[src/rtl/pdwake_pkg.sv]
// Package: shared types and bit positions for the power-down sequencer.
// Assumes: the control word is exactly CTRL_W bits wide, bit 0 first.
package pdwake_pkg;

    localparam int CTRL_W   = 9;
    localparam int NUM_OSC  = 4;

    localparam int B_HXT    = 0;
    localparam int B_HIRC   = 1;
    localparam int B_LXT    = 2;
    localparam int B_LIRC   = 3;
    localparam int B_DLY    = 4;
    localparam int B_IE     = 5;
    localparam int B_STS    = 6;
    localparam int B_PDREQ  = 7;
    localparam int B_WAIT   = 8;

    // Packed MSB first, so the last member lands on bit 0.
    typedef struct packed {
        logic wait_cpu;
        logic pd_req;
        logic wk_sts;
        logic wk_ie;
        logic dly_en;
        logic lirc_en;
        logic lxt_en;
        logic hirc_en;
        logic hxt_en;
    } pd_ctrl_t;

    typedef enum logic [1:0] {
        ST_RUN    = 2'd0,
        ST_DOWN   = 2'd1,
        ST_SETTLE = 2'd2
    } pd_state_t;

endpackage

[src/rtl/pdwake_regs.sv]
// Module: control word storage.
// Does: holds the 9 control bits, applies software writes, clears the
// status bit on a write of 1, and on a wake from power-down clears the
// request bit and sets the status bit.
// Assumes: a wake update in the same cycle as a write overrides that write.
module pdwake_regs
    import pdwake_pkg::*;
(
    input  logic              clk,
    input  logic              rst_n,
    input  logic              wr_en,
    input  logic [CTRL_W-1:0] wr_data,
    input  logic              wake_hit_i,
    output pd_ctrl_t          ctrl_o
);

    pd_ctrl_t ctrl_q;
    pd_ctrl_t wr_val;

    // Field view of the incoming write.
    assign wr_val = pd_ctrl_t'(wr_data);

    // Register update: software write first, wake update last.
    always_ff @(posedge clk) begin
        if (!rst_n) begin
            ctrl_q <= '0;
        end else begin
            if (wr_en) begin
                ctrl_q.hxt_en   <= wr_val.hxt_en;
                ctrl_q.hirc_en  <= wr_val.hirc_en;
                ctrl_q.lxt_en   <= wr_val.lxt_en;
                ctrl_q.lirc_en  <= wr_val.lirc_en;
                ctrl_q.dly_en   <= wr_val.dly_en;
                ctrl_q.wk_ie    <= wr_val.wk_ie;
                ctrl_q.pd_req   <= wr_val.pd_req;
                ctrl_q.wait_cpu <= wr_val.wait_cpu;
                if (wr_val.wk_sts) begin
                    ctrl_q.wk_sts <= 1'b0;
                end
            end
            if (wake_hit_i) begin
                ctrl_q.wk_sts <= 1'b1;
                ctrl_q.pd_req <= 1'b0;
            end
        end
    end

    assign ctrl_o = ctrl_q;

    // a wake leaves the status set and the request cleared.
    p_wake_updates_bits_r5: assert property (@(posedge clk) disable iff (!rst_n)
        wake_hit_i |=> (ctrl_q.wk_sts && !ctrl_q.pd_req));

    // a write without a status 1 and without a wake never clears the status.
    p_sts_sticky_r7: assert property (@(posedge clk) disable iff (!rst_n)
        (ctrl_q.wk_sts && !(wr_en && wr_data[B_STS])) |=> ctrl_q.wk_sts);

endmodule

[src/rtl/pdwake_fsm.sv]
// Module: entry / wake state machine with settle counter.
// Does: moves RUN -> DOWN on a request (optionally gated by CPU sleep),
// DOWN -> RUN or SETTLE on the first wake event, and SETTLE -> RUN when
// the settle count runs out.
// Assumes: wake lines are already synchronous to clk.
module pdwake_fsm
    import pdwake_pkg::*;
#(
    parameter int DLY_XTAL = 4096,
    parameter int DLY_HIRC = 256
) (
    input  logic      clk,
    input  logic      rst_n,
    input  logic      pd_req_i,
    input  logic      wait_cpu_i,
    input  logic      dly_en_i,
    input  logic      cpu_sleep_i,
    input  logic      wake_any_i,
    input  logic      src_hirc_i,
    output pd_state_t state_o,
    output logic      wake_hit_o
);

    localparam int DLY_MAX = (DLY_XTAL > DLY_HIRC) ? DLY_XTAL : DLY_HIRC;
    localparam int CNT_W   = $clog2(DLY_MAX);
    localparam logic [CNT_W-1:0] LOAD_XTAL = CNT_W'(DLY_XTAL - 1);
    localparam logic [CNT_W-1:0] LOAD_HIRC = CNT_W'(DLY_HIRC - 1);

    pd_state_t        state_q, state_d;
    logic [CNT_W-1:0] cnt_q, cnt_d;
    logic             enter;

    // Entry condition: request alone, or request plus CPU sleep.
    assign enter      = pd_req_i && (!wait_cpu_i || cpu_sleep_i);
    assign wake_hit_o = (state_q == ST_DOWN) && wake_any_i;

    // Next-state and counter load / decrement.
    always_comb begin
        state_d = state_q;
        cnt_d   = cnt_q;
        unique case (state_q)
            ST_RUN: begin
                if (enter) state_d = ST_DOWN;
            end
            ST_DOWN: begin
                if (wake_any_i) begin
                    if (dly_en_i) begin
                        state_d = ST_SETTLE;
                        cnt_d   = src_hirc_i ? LOAD_HIRC : LOAD_XTAL;
                    end else begin
                        state_d = ST_RUN;
                    end
                end
            end
            ST_SETTLE: begin
                if (cnt_q == '0) state_d = ST_RUN;
                else             cnt_d   = cnt_q - 1'b1;
            end
            default: state_d = ST_RUN;
        endcase
    end

    // State and counter registers.
    always_ff @(posedge clk) begin
        if (!rst_n) begin
            state_q <= ST_RUN;
            cnt_q   <= '0;
        end else begin
            state_q <= state_d;
            cnt_q   <= cnt_d;
        end
    end

    assign state_o = state_q;

    // power-down is only ever entered with the request bit set.
    p_entry_needs_req_r2: assert property (@(posedge clk) disable iff (!rst_n)
        (state_q == ST_DOWN && $past(state_q) == ST_RUN) |-> $past(pd_req_i));

    // in CPU-wait mode, entry needs the CPU sleep input.
    p_entry_waits_cpu_r3: assert property (@(posedge clk) disable iff (!rst_n)
        (state_q == ST_DOWN && $past(state_q) == ST_RUN && $past(wait_cpu_i))
            |-> $past(cpu_sleep_i));

    // the first wake event ends power-down.
    p_wake_leaves_down_r5: assert property (@(posedge clk) disable iff (!rst_n)
        (state_q == ST_DOWN && wake_any_i) |=> (state_q != ST_DOWN));

    // the settle phase continues while count remains.
    p_settle_holds_r6: assert property (@(posedge clk) disable iff (!rst_n)
        (state_q == ST_SETTLE && cnt_q != '0) |=> (state_q == ST_SETTLE));

    // running state is never left for settle directly.
    p_no_settle_from_run_r9: assert property (@(posedge clk) disable iff (!rst_n)
        (state_q == ST_RUN) |=> (state_q != ST_SETTLE));

endmodule

[src/rtl/pdwake_gate.sv]
// Module: output gating.
// Does: forces the masked oscillator enables, the PLL and the system clock
// off in power-down; keeps the system clock off through settling.
// Assumes: FORCE_MASK marks the sources that power-down shuts down.
module pdwake_gate
    import pdwake_pkg::*;
#(
    parameter logic [NUM_OSC-1:0] FORCE_MASK = 4'b0011
) (
    input  logic [NUM_OSC-1:0] osc_req_i,
    input  pd_state_t          state_i,
    input  logic               pll_pd_sw_i,
    output logic [NUM_OSC-1:0] osc_en_o,
    output logic               pll_pd_o,
    output logic               sysclk_en_o
);

    logic down;

    assign down = (state_i == ST_DOWN);

    // One gate per source; unmasked sources pass straight through.
    for (genvar i = 0; i < NUM_OSC; i++) begin : g_osc
        if (FORCE_MASK[i]) begin : g_forced
            assign osc_en_o[i] = osc_req_i[i] && !down;
        end else begin : g_free
            assign osc_en_o[i] = osc_req_i[i];
        end
    end

    assign pll_pd_o    = pll_pd_sw_i || down;
    assign sysclk_en_o = (state_i == ST_RUN);

endmodule

[src/rtl/pdwake_seq.sv]
// Module: top of the power-down entry and wake sequencer.
// Does: ties together control storage, state machine and output gating,
// and forms the wake interrupt.
// Assumes: all inputs are synchronous to clk.
module pdwake_seq
    import pdwake_pkg::*;
#(
    parameter int NUM_WAKE = 6,
    parameter int DLY_XTAL = 4096,
    parameter int DLY_HIRC = 256
) (
    input  logic                clk,
    input  logic                rst_n,
    input  logic                wr_en,
    input  logic [CTRL_W-1:0]   wr_data,
    output logic [CTRL_W-1:0]   rd_data,
    input  logic                cpu_sleep_i,
    input  logic [NUM_WAKE-1:0] wake_evt_i,
    input  logic                src_hirc_i,
    input  logic                pll_pd_sw_i,
    output logic [NUM_OSC-1:0]  osc_en_o,
    output logic                pll_pd_o,
    output logic                sysclk_en_o,
    output logic                wake_irq_o,
    output logic                pd_active_o
);

    pd_ctrl_t  ctrl;
    pd_state_t state;
    logic      wake_hit;
    logic      wake_any;

    assign wake_any = |wake_evt_i;

    pdwake_regs u_regs (
        .clk        (clk),
        .rst_n      (rst_n),
        .wr_en      (wr_en),
        .wr_data    (wr_data),
        .wake_hit_i (wake_hit),
        .ctrl_o     (ctrl)
    );

    pdwake_fsm #(
        .DLY_XTAL (DLY_XTAL),
        .DLY_HIRC (DLY_HIRC)
    ) u_fsm (
        .clk         (clk),
        .rst_n       (rst_n),
        .pd_req_i    (ctrl.pd_req),
        .wait_cpu_i  (ctrl.wait_cpu),
        .dly_en_i    (ctrl.dly_en),
        .cpu_sleep_i (cpu_sleep_i),
        .wake_any_i  (wake_any),
        .src_hirc_i  (src_hirc_i),
        .state_o     (state),
        .wake_hit_o  (wake_hit)
    );

    pdwake_gate u_gate (
        .osc_req_i   ({ctrl.lirc_en, ctrl.lxt_en, ctrl.hirc_en, ctrl.hxt_en}),
        .state_i     (state),
        .pll_pd_sw_i (pll_pd_sw_i),
        .osc_en_o    (osc_en_o),
        .pll_pd_o    (pll_pd_o),
        .sysclk_en_o (sysclk_en_o)
    );

    assign rd_data     = ctrl;
    assign wake_irq_o  = ctrl.wk_sts && ctrl.wk_ie;
    assign pd_active_o = (state == ST_DOWN);

    // in power-down the clock and PLL are both held off.
    p_down_gates_r4: assert property (@(posedge clk) disable iff (!rst_n)
        pd_active_o |-> (!sysclk_en_o && pll_pd_o && !osc_en_o[B_HXT] && !osc_en_o[B_HIRC]));

    // the interrupt never fires without its enable bit.
    p_irq_needs_enable_r8: assert property (@(posedge clk) disable iff (!rst_n)
        wake_irq_o |-> (rd_data[B_IE] && rd_data[B_STS]));

endmodule

[config.mk]
export PLATFORM = sky130hd
export DESIGN_NAME = pdwake_seq
export DESIGN_NICKNAME = d
export VERILOG_FILES = /design/src/rtl/pdwake_pkg.sv /design/src/rtl/pdwake_regs.sv /design/src/rtl/pdwake_fsm.sv /design/src/rtl/pdwake_gate.sv /design/src/rtl/pdwake_seq.sv
export SDC_FILE = /design/constraint.sdc
export NUM_CORES = 1
export LEC_CHECK = 0
export BUFFER_PORTS_ARGS = -buffer_cell sky130_fd_sc_hd__clkbuf_2
export CORE_MARGIN = 2
export CORE_UTILIZATION = 50
export DETAILED_ROUTE_END_ITERATION = 8
export PLACE_DENSITY = 0.78
export RECOVER_POWER = 25
export SYNTH_ARGS = -nofsm -noshare
export SYNTH_HDL_FRONTEND = slang
export SYNTH_SLANG_ARGS = --single-unit
[constraint.sdc]
create_clock -name clk -period 2.4 [get_ports clk]
set_input_delay 0.48 -clock clk [delete_from_list [all_inputs] [get_ports clk]]
set_output_delay 0.48 -clock clk [all_outputs]
set_load 0.005 [all_outputs]
# Word-level counts from Yosys, hierarchy flattened
# Index checks and enable logic that the tools add are counted.
# totals
inputBits,21
ff_bits,23
output_inout_bits,17
# classes
n_bitwise,1
reduce_logical,19
add_sub_neg,1
n_mux,13
eq_ne,7
# ops
cell,n
$mux W12,4
$pmux W12 S2,1
$logic_not A12 Y1,1
$sub A12 B1 Y12 const B,1
$mux W2,4
$mux W7,1
$ne A2 B2 Y1 const B,3
$pmux W2 S3,1
$reduce_bool A2 Y1,3
$reduce_or A6 Y1,1
$logic_and A1 B1 Y1,5
$ne A2 B1 Y1 const B,2
$reduce_and A4 Y1,1
$reduce_and A3 Y1,1
$eq A2 B1 Y1 const B,1
$eq A2 B2 Y1 const B,1
$logic_not A1 Y1,2
$logic_not A2 Y1,1
$logic_or A1 B1 Y1,2
$mux W1,2
$reduce_and A2 Y1,1
$reduce_or A2 Y1,1
$not A1 Y1,1

# Logic depth before layout (Yosys ltp)
# logic_depth
depth_word,5
depth_mapped,7
mapped_depth_nobuf,6

# Modules after synthesis
# A second synthesis with hierarchy kept.
# unflattened
hier_cells,137
hier_area_um2,1292.5
# by_module_without_submodules
module,cells_per_inst,n_inst,area_each_um2,seq_area_each_um2
pdwake_fsm,96,1,873.3,280.3
pdwake_regs,29,1,341.6,180.2
pdwake_gate,7,1,51.3,0.0
pdwake_seq,5,1,26.3,0.0

# Least setup slack after synthesis
# OpenSTA, ideal clock, no wires.
# synth_path
kind,in2reg
from,in wake_evt_i[3]
to,reg u_fsm.cnt_q[6]
path_slack_ns,0.483
stages,5
setup_time_ns,0.133
path_buffers,1
arrival_time_ns,1.783
cell_sequence,or4_4 -> o31a_2 -> buf_6 -> a311oi_1 -> nor3_1
# synth_via
elab_chain_len,3
# synth_lines
item,line_no,source
"start, declared",pdwake_seq.sv:18,"input logic [NUM_WAKE-1:0] wake_evt_i,"
$reduce_or A6 Y1,pdwake_seq.sv:33,assign wake_any = |wake_evt_i;
$ne A2 B2 Y1 (no source line),-,
$reduce_and A4 Y1 (no source line),-,
"end signal, assigned",pdwake_fsm.sv:70,cnt_q <= cnt_d;
"end, declared",pdwake_fsm.sv:30,"logic [CNT_W-1:0] cnt_q, cnt_d;"
# No other way between the ends.
# A chain may end at the register's enable or synchronous reset.

# Worst setup path after layout
# layout_path
from,reg u_fsm.cnt_q[0]
to,reg u_fsm.cnt_q[8]
# layout_via
elab_chain_len,3
word_cells_on_any_way,6
cone_classes,1 x add/sub; 1 x eq/ne; 2 x mux; 2 x reduce/logical
# layout_lines
item,line_no
$sub A12 B1 Y12 / $logic_not A12 Y1 (equally long branches),"pdwake_fsm.sv:57, pdwake_fsm.sv:56"
$mux W12 / $ne A2 B2 Y1 (equally long branches),-
$pmux W12 S2 / $reduce_and A4 Y1 (equally long branches),-
# Several ways; a longest one is shown, not always the timed one. The select of a mux whose other input is x is not followed.

==> results.sh <==
export IMPL_reg2reg_setup_slack_ns=0.50
export IMPL_diodes=0
export IMPL_ys_warn_count=0
export IMPL_io_pins=38
export IMPL_worstMarginPinSlew_ns=0.707
export IMPL_whs_path_depth=3
export IMPL_maxSlewHeadroom_pct=52.8
export IMPL_leakage_nw=0.625
export IMPL_power_density_nw_per_um2=468
export IMPL_cts_buffers_inserted=3
export IMPL_fin_nets=196
export IMPL_fin_util_pct=59.8
export IMPL_routabilityCongestion=0.770
export IMPL_place_area_um2=1430
export IMPL_clock_power_share_pct=26.9
export IMPL_syn_area_per_cell_um2=8.93
export IMPL_drtIter0Drc=26
export IMPL_period_share_pct=79.2
export IMPL_avgRoutedWirePerCell_um=13.6
export IMPL_holdWs_ns=0.394
export IMPL_max_stage_delay_ns=0.44
export IMPL_num_rows=18
export IMPL_seq_area_frac_synth_pct=36.3
export IMPL_clk_latency_ns=0.31
export IMPL_fin_area_um2=1460
export IMPL_crit_slowest_cell="dfxtp_1"
export IMPL_first_global_vias=960
export IMPL_fmax_mhz=526
export IMPL_crit_type="reg2reg"
export IMPL_whs_endpoint="u_regs.ctrl_o[5]$_SDFFE_PN0P_"
export IMPL_synth_distinct_cells=40
export IMPL_power_mw=0.681
export IMPL_layout_min_cycle_time_ns=1.90
export IMPL_synth_cell_area_um2=1270
export IMPL_clock_skew_ns=0.00858
export IMPL_switching_power_mw=0.179
export IMPL_clockBufferDepth=2
export IMPL_nFillCells=228
export IMPL_syn_num_nets=165
export IMPL_setup_viol=0
export IMPL_p_int_mw=0.502
export IMPL_drc=0
export IMPL_crit_arrival_ns=2.10
export IMPL_cts_root_buf="clkbuf_4"
export IMPL_grt_antenna_before_repair=0
export IMPL_drv_cap=0
export IMPL_ir_drop_mv=0.327
export IMPL_htreeDepth=1
export IMPL_timing_final_hold_violations=0
export IMPL_finalSetupTns_ns=0
export IMPL_ys_flop_type="dfxtp_1"
export IMPL_worst_path_buf_inv=2
export IMPL_post_cts_buffers=0
export IMPL_status="finished, final reports clean"
export IMPL_ys_ff_latch=23
export IMPL_r2r_end="u_fsm.cnt_q[8]$_SDFFE_PN0P_"
export IMPL_slew_viol_final=0
export IMPL_core_area_um2=2430
export IMPL_r2r_start="u_fsm.cnt_q[0]$_SDFFE_PN0P_"
export IMPL_drive_gt1_share_pct=27.3
export IMPL_cts_tree="done"
export IMPL_pwr_share_seq_pct=59.4
export IMPL_hold_start="wr_data[5]"
export IMPL_grt_pass1_wl_um=4130
export IMPL_detail_route_first_pass_iterations=4
export IMPL_chipWidth_um=54.4
export IMPL_via_per_inst=5.80
export IMPL_netSwitchingFraction_pct=26.3
export IMPL_hpwl_um=2010
export IMPL_die_height_um=54.4
export IMPL_startpoint_type="register"
export IMPL_crit_chain="inv_1, ha_1, nor2b_1, a41oi_1, buf_4, nor3_1, a2111oi_1"
export IMPL_path_delay_family="compound AO/OA/AOI/OAI gates"
export IMPL_start_util_pct=52.1
export IMPL_holdCritPathClass="in2reg"
export IMPL_numPortBuffers=37
export IMPL_cp_end_kind="register"
export IMPL_cp_max_fo=8
export IMPL_reg2reg_depth=7
export IMPL_vias=1172
export IMPL_wl_um=2750
export IMPL_clkTransAtPathRegs_ns=0.13
export IMPL_ant_nets=0
export IMPL_share_comb_of_total_power_pct=13.8
export IMPL_area_growth_pct=14.8
export IMPL_async_reset_ff_share_pct=0
export IMPL_netlist_instances=142
export IMPL_synth_edf_count=0
export IMPL_cts_resized=0
export IMPL_grt_max_degree=22
export IMPL_rsz0062_at_grt="false"
export IMPL_gr_usage_all_layers_pct=18.6
export IMPL_crit_required_ns=2.60
export IMPL_dieArea_um2=2950
export IMPL_clock_sinks=23
export IMPL_grt_overflow=0
export IMPL_hold_buffers=0
[stage by stage]
stage	setup slack [ns]	cells
5_1_grt	0.319	202
6_report	0.500	202
3_5_place_dp	0.281	198
4_1_cts	0.513	202
2_1_floorplan	0.483	142
3_3_place_gp	0.314	198
[worst max path at each step]
stage                     slack, ns                   startpoint  cells past startpoint                           end
final                          0.50  u_fsm.cnt_q[0]$_SDFFE_PN0P_                      7   u_fsm.cnt_q[8]$_SDFFE_PN0P_
after global routing           0.32  u_fsm.cnt_q[0]$_SDFFE_PN0P_                      7  u_fsm.cnt_q[10]$_SDFFE_PN0P_
after CTS                      0.51  u_fsm.cnt_q[0]$_SDFFE_PN0P_                      7   u_fsm.cnt_q[8]$_SDFFE_PN0P_
after detailed placement       0.28                wake_evt_i[3]                      5   u_fsm.cnt_q[3]$_SDFFE_PN0P_
after global placement         0.31                wake_evt_i[3]                      5   u_fsm.cnt_q[3]$_SDFFE_PN0P_
after floorplan                0.48                wake_evt_i[3]                      5   u_fsm.cnt_q[6]$_SDFFE_PN0P_
[area by class of cell]
class,instances,area [µm²],share of cell area (%)
sequential,23,460,31.6
multi-input combinational,99,703,48.3
inverter,6,22.5,1.55
clock buffer,3,22.5,1.55
timing repair buffer,40,204,14.0
tap,30,37.5,2.58
clock inverter,1,5.00,0.344
[sequential cells by signal (all words and copies together) (netlist names)]
| signal | count |
|---|---|
| u_fsm.cnt_q | 12 |
| u_fsm.state_o | 2 |
| u_regs.ctrl_o | 9 |
[worst reg2reg max path, delay by kind of cell (launching register included)]
kind                       cells  cell delay, ns
AOI/OAI and AO/OA              2            0.63
adders and majority gates      1            0.20
buffers and inverters          2            0.30
DFF                            1            0.44
and+or+nand+nor                2            0.21
[kinds of logic after synthesis]
logic type,Yosys count,share of synthesized area (%)
adders and majority gates,2,1.97
muxes,8,6.32
AOI/OAI and AO/OA,34,22.6
buffers and inverters,20,8.19
and+or+nand+nor,55,24.6
DFF,23,36.3
[synth_stat cells, types with 2 or more instances]
cell,count,share of area (%)
dfxtp_1,23,36
nor3_1,16,6.3
nor2_1,15,4.4
a21oi_1,8,3.2
mux2i_1,8,6.3
inv_1,6,1.8
a41oi_1,5,3.5
buf_4,5,3.0
clkbuf_1,5,1.5
a311oi_1,4,2.8
and2_1,4,2.0
a2111oi_1,3,2.4
a211oi_1,3,1.8
and4_1,3,2.1
nand2b_1,3,1.5
nor2b_1,3,1.5
and3_1,2,0.99
buf_2,2,0.79
ha_1,2,2.0
nor3b_1,2,1.2
[power groups by stage]
stage                     sequential (mW)  combinational [mW]  clock (mW)
after floorplan                     0.411              0.0598           0
after global placement              0.412              0.0911           0
after detailed placement            0.413              0.0942           0
after CTS                           0.405              0.0946       0.188
after global routing                0.407               0.104       0.202
final                               0.404              0.0938       0.183
[layer usage]
metal,GRT usage (%),up-vias,wire length [µm]
met2,30.5,38,1300
met5,0,-,0
met3,3.55,0,153
li1,-,595,-
met1,25.2,539,1300
met4,3.75,0,0
[cells in the final DEF (no fill, tap or decap), drive strengths merged, types with 2 or more instances in the layout]
master / count
clkbuf: 40
dfxtp: 23
nor3: 16
nor2: 15
mux2i: 8
a21oi: 8
inv: 6
a41oi: 5
and2: 4
a311oi: 4
a2111oi: 4
nand2b: 3
nor2b: 3
a211oi: 3
and4: 3
buf: 3
and3: 2
nor3b: 2
ha: 2
Note: power is estimated with default switching activity, not from simulation.
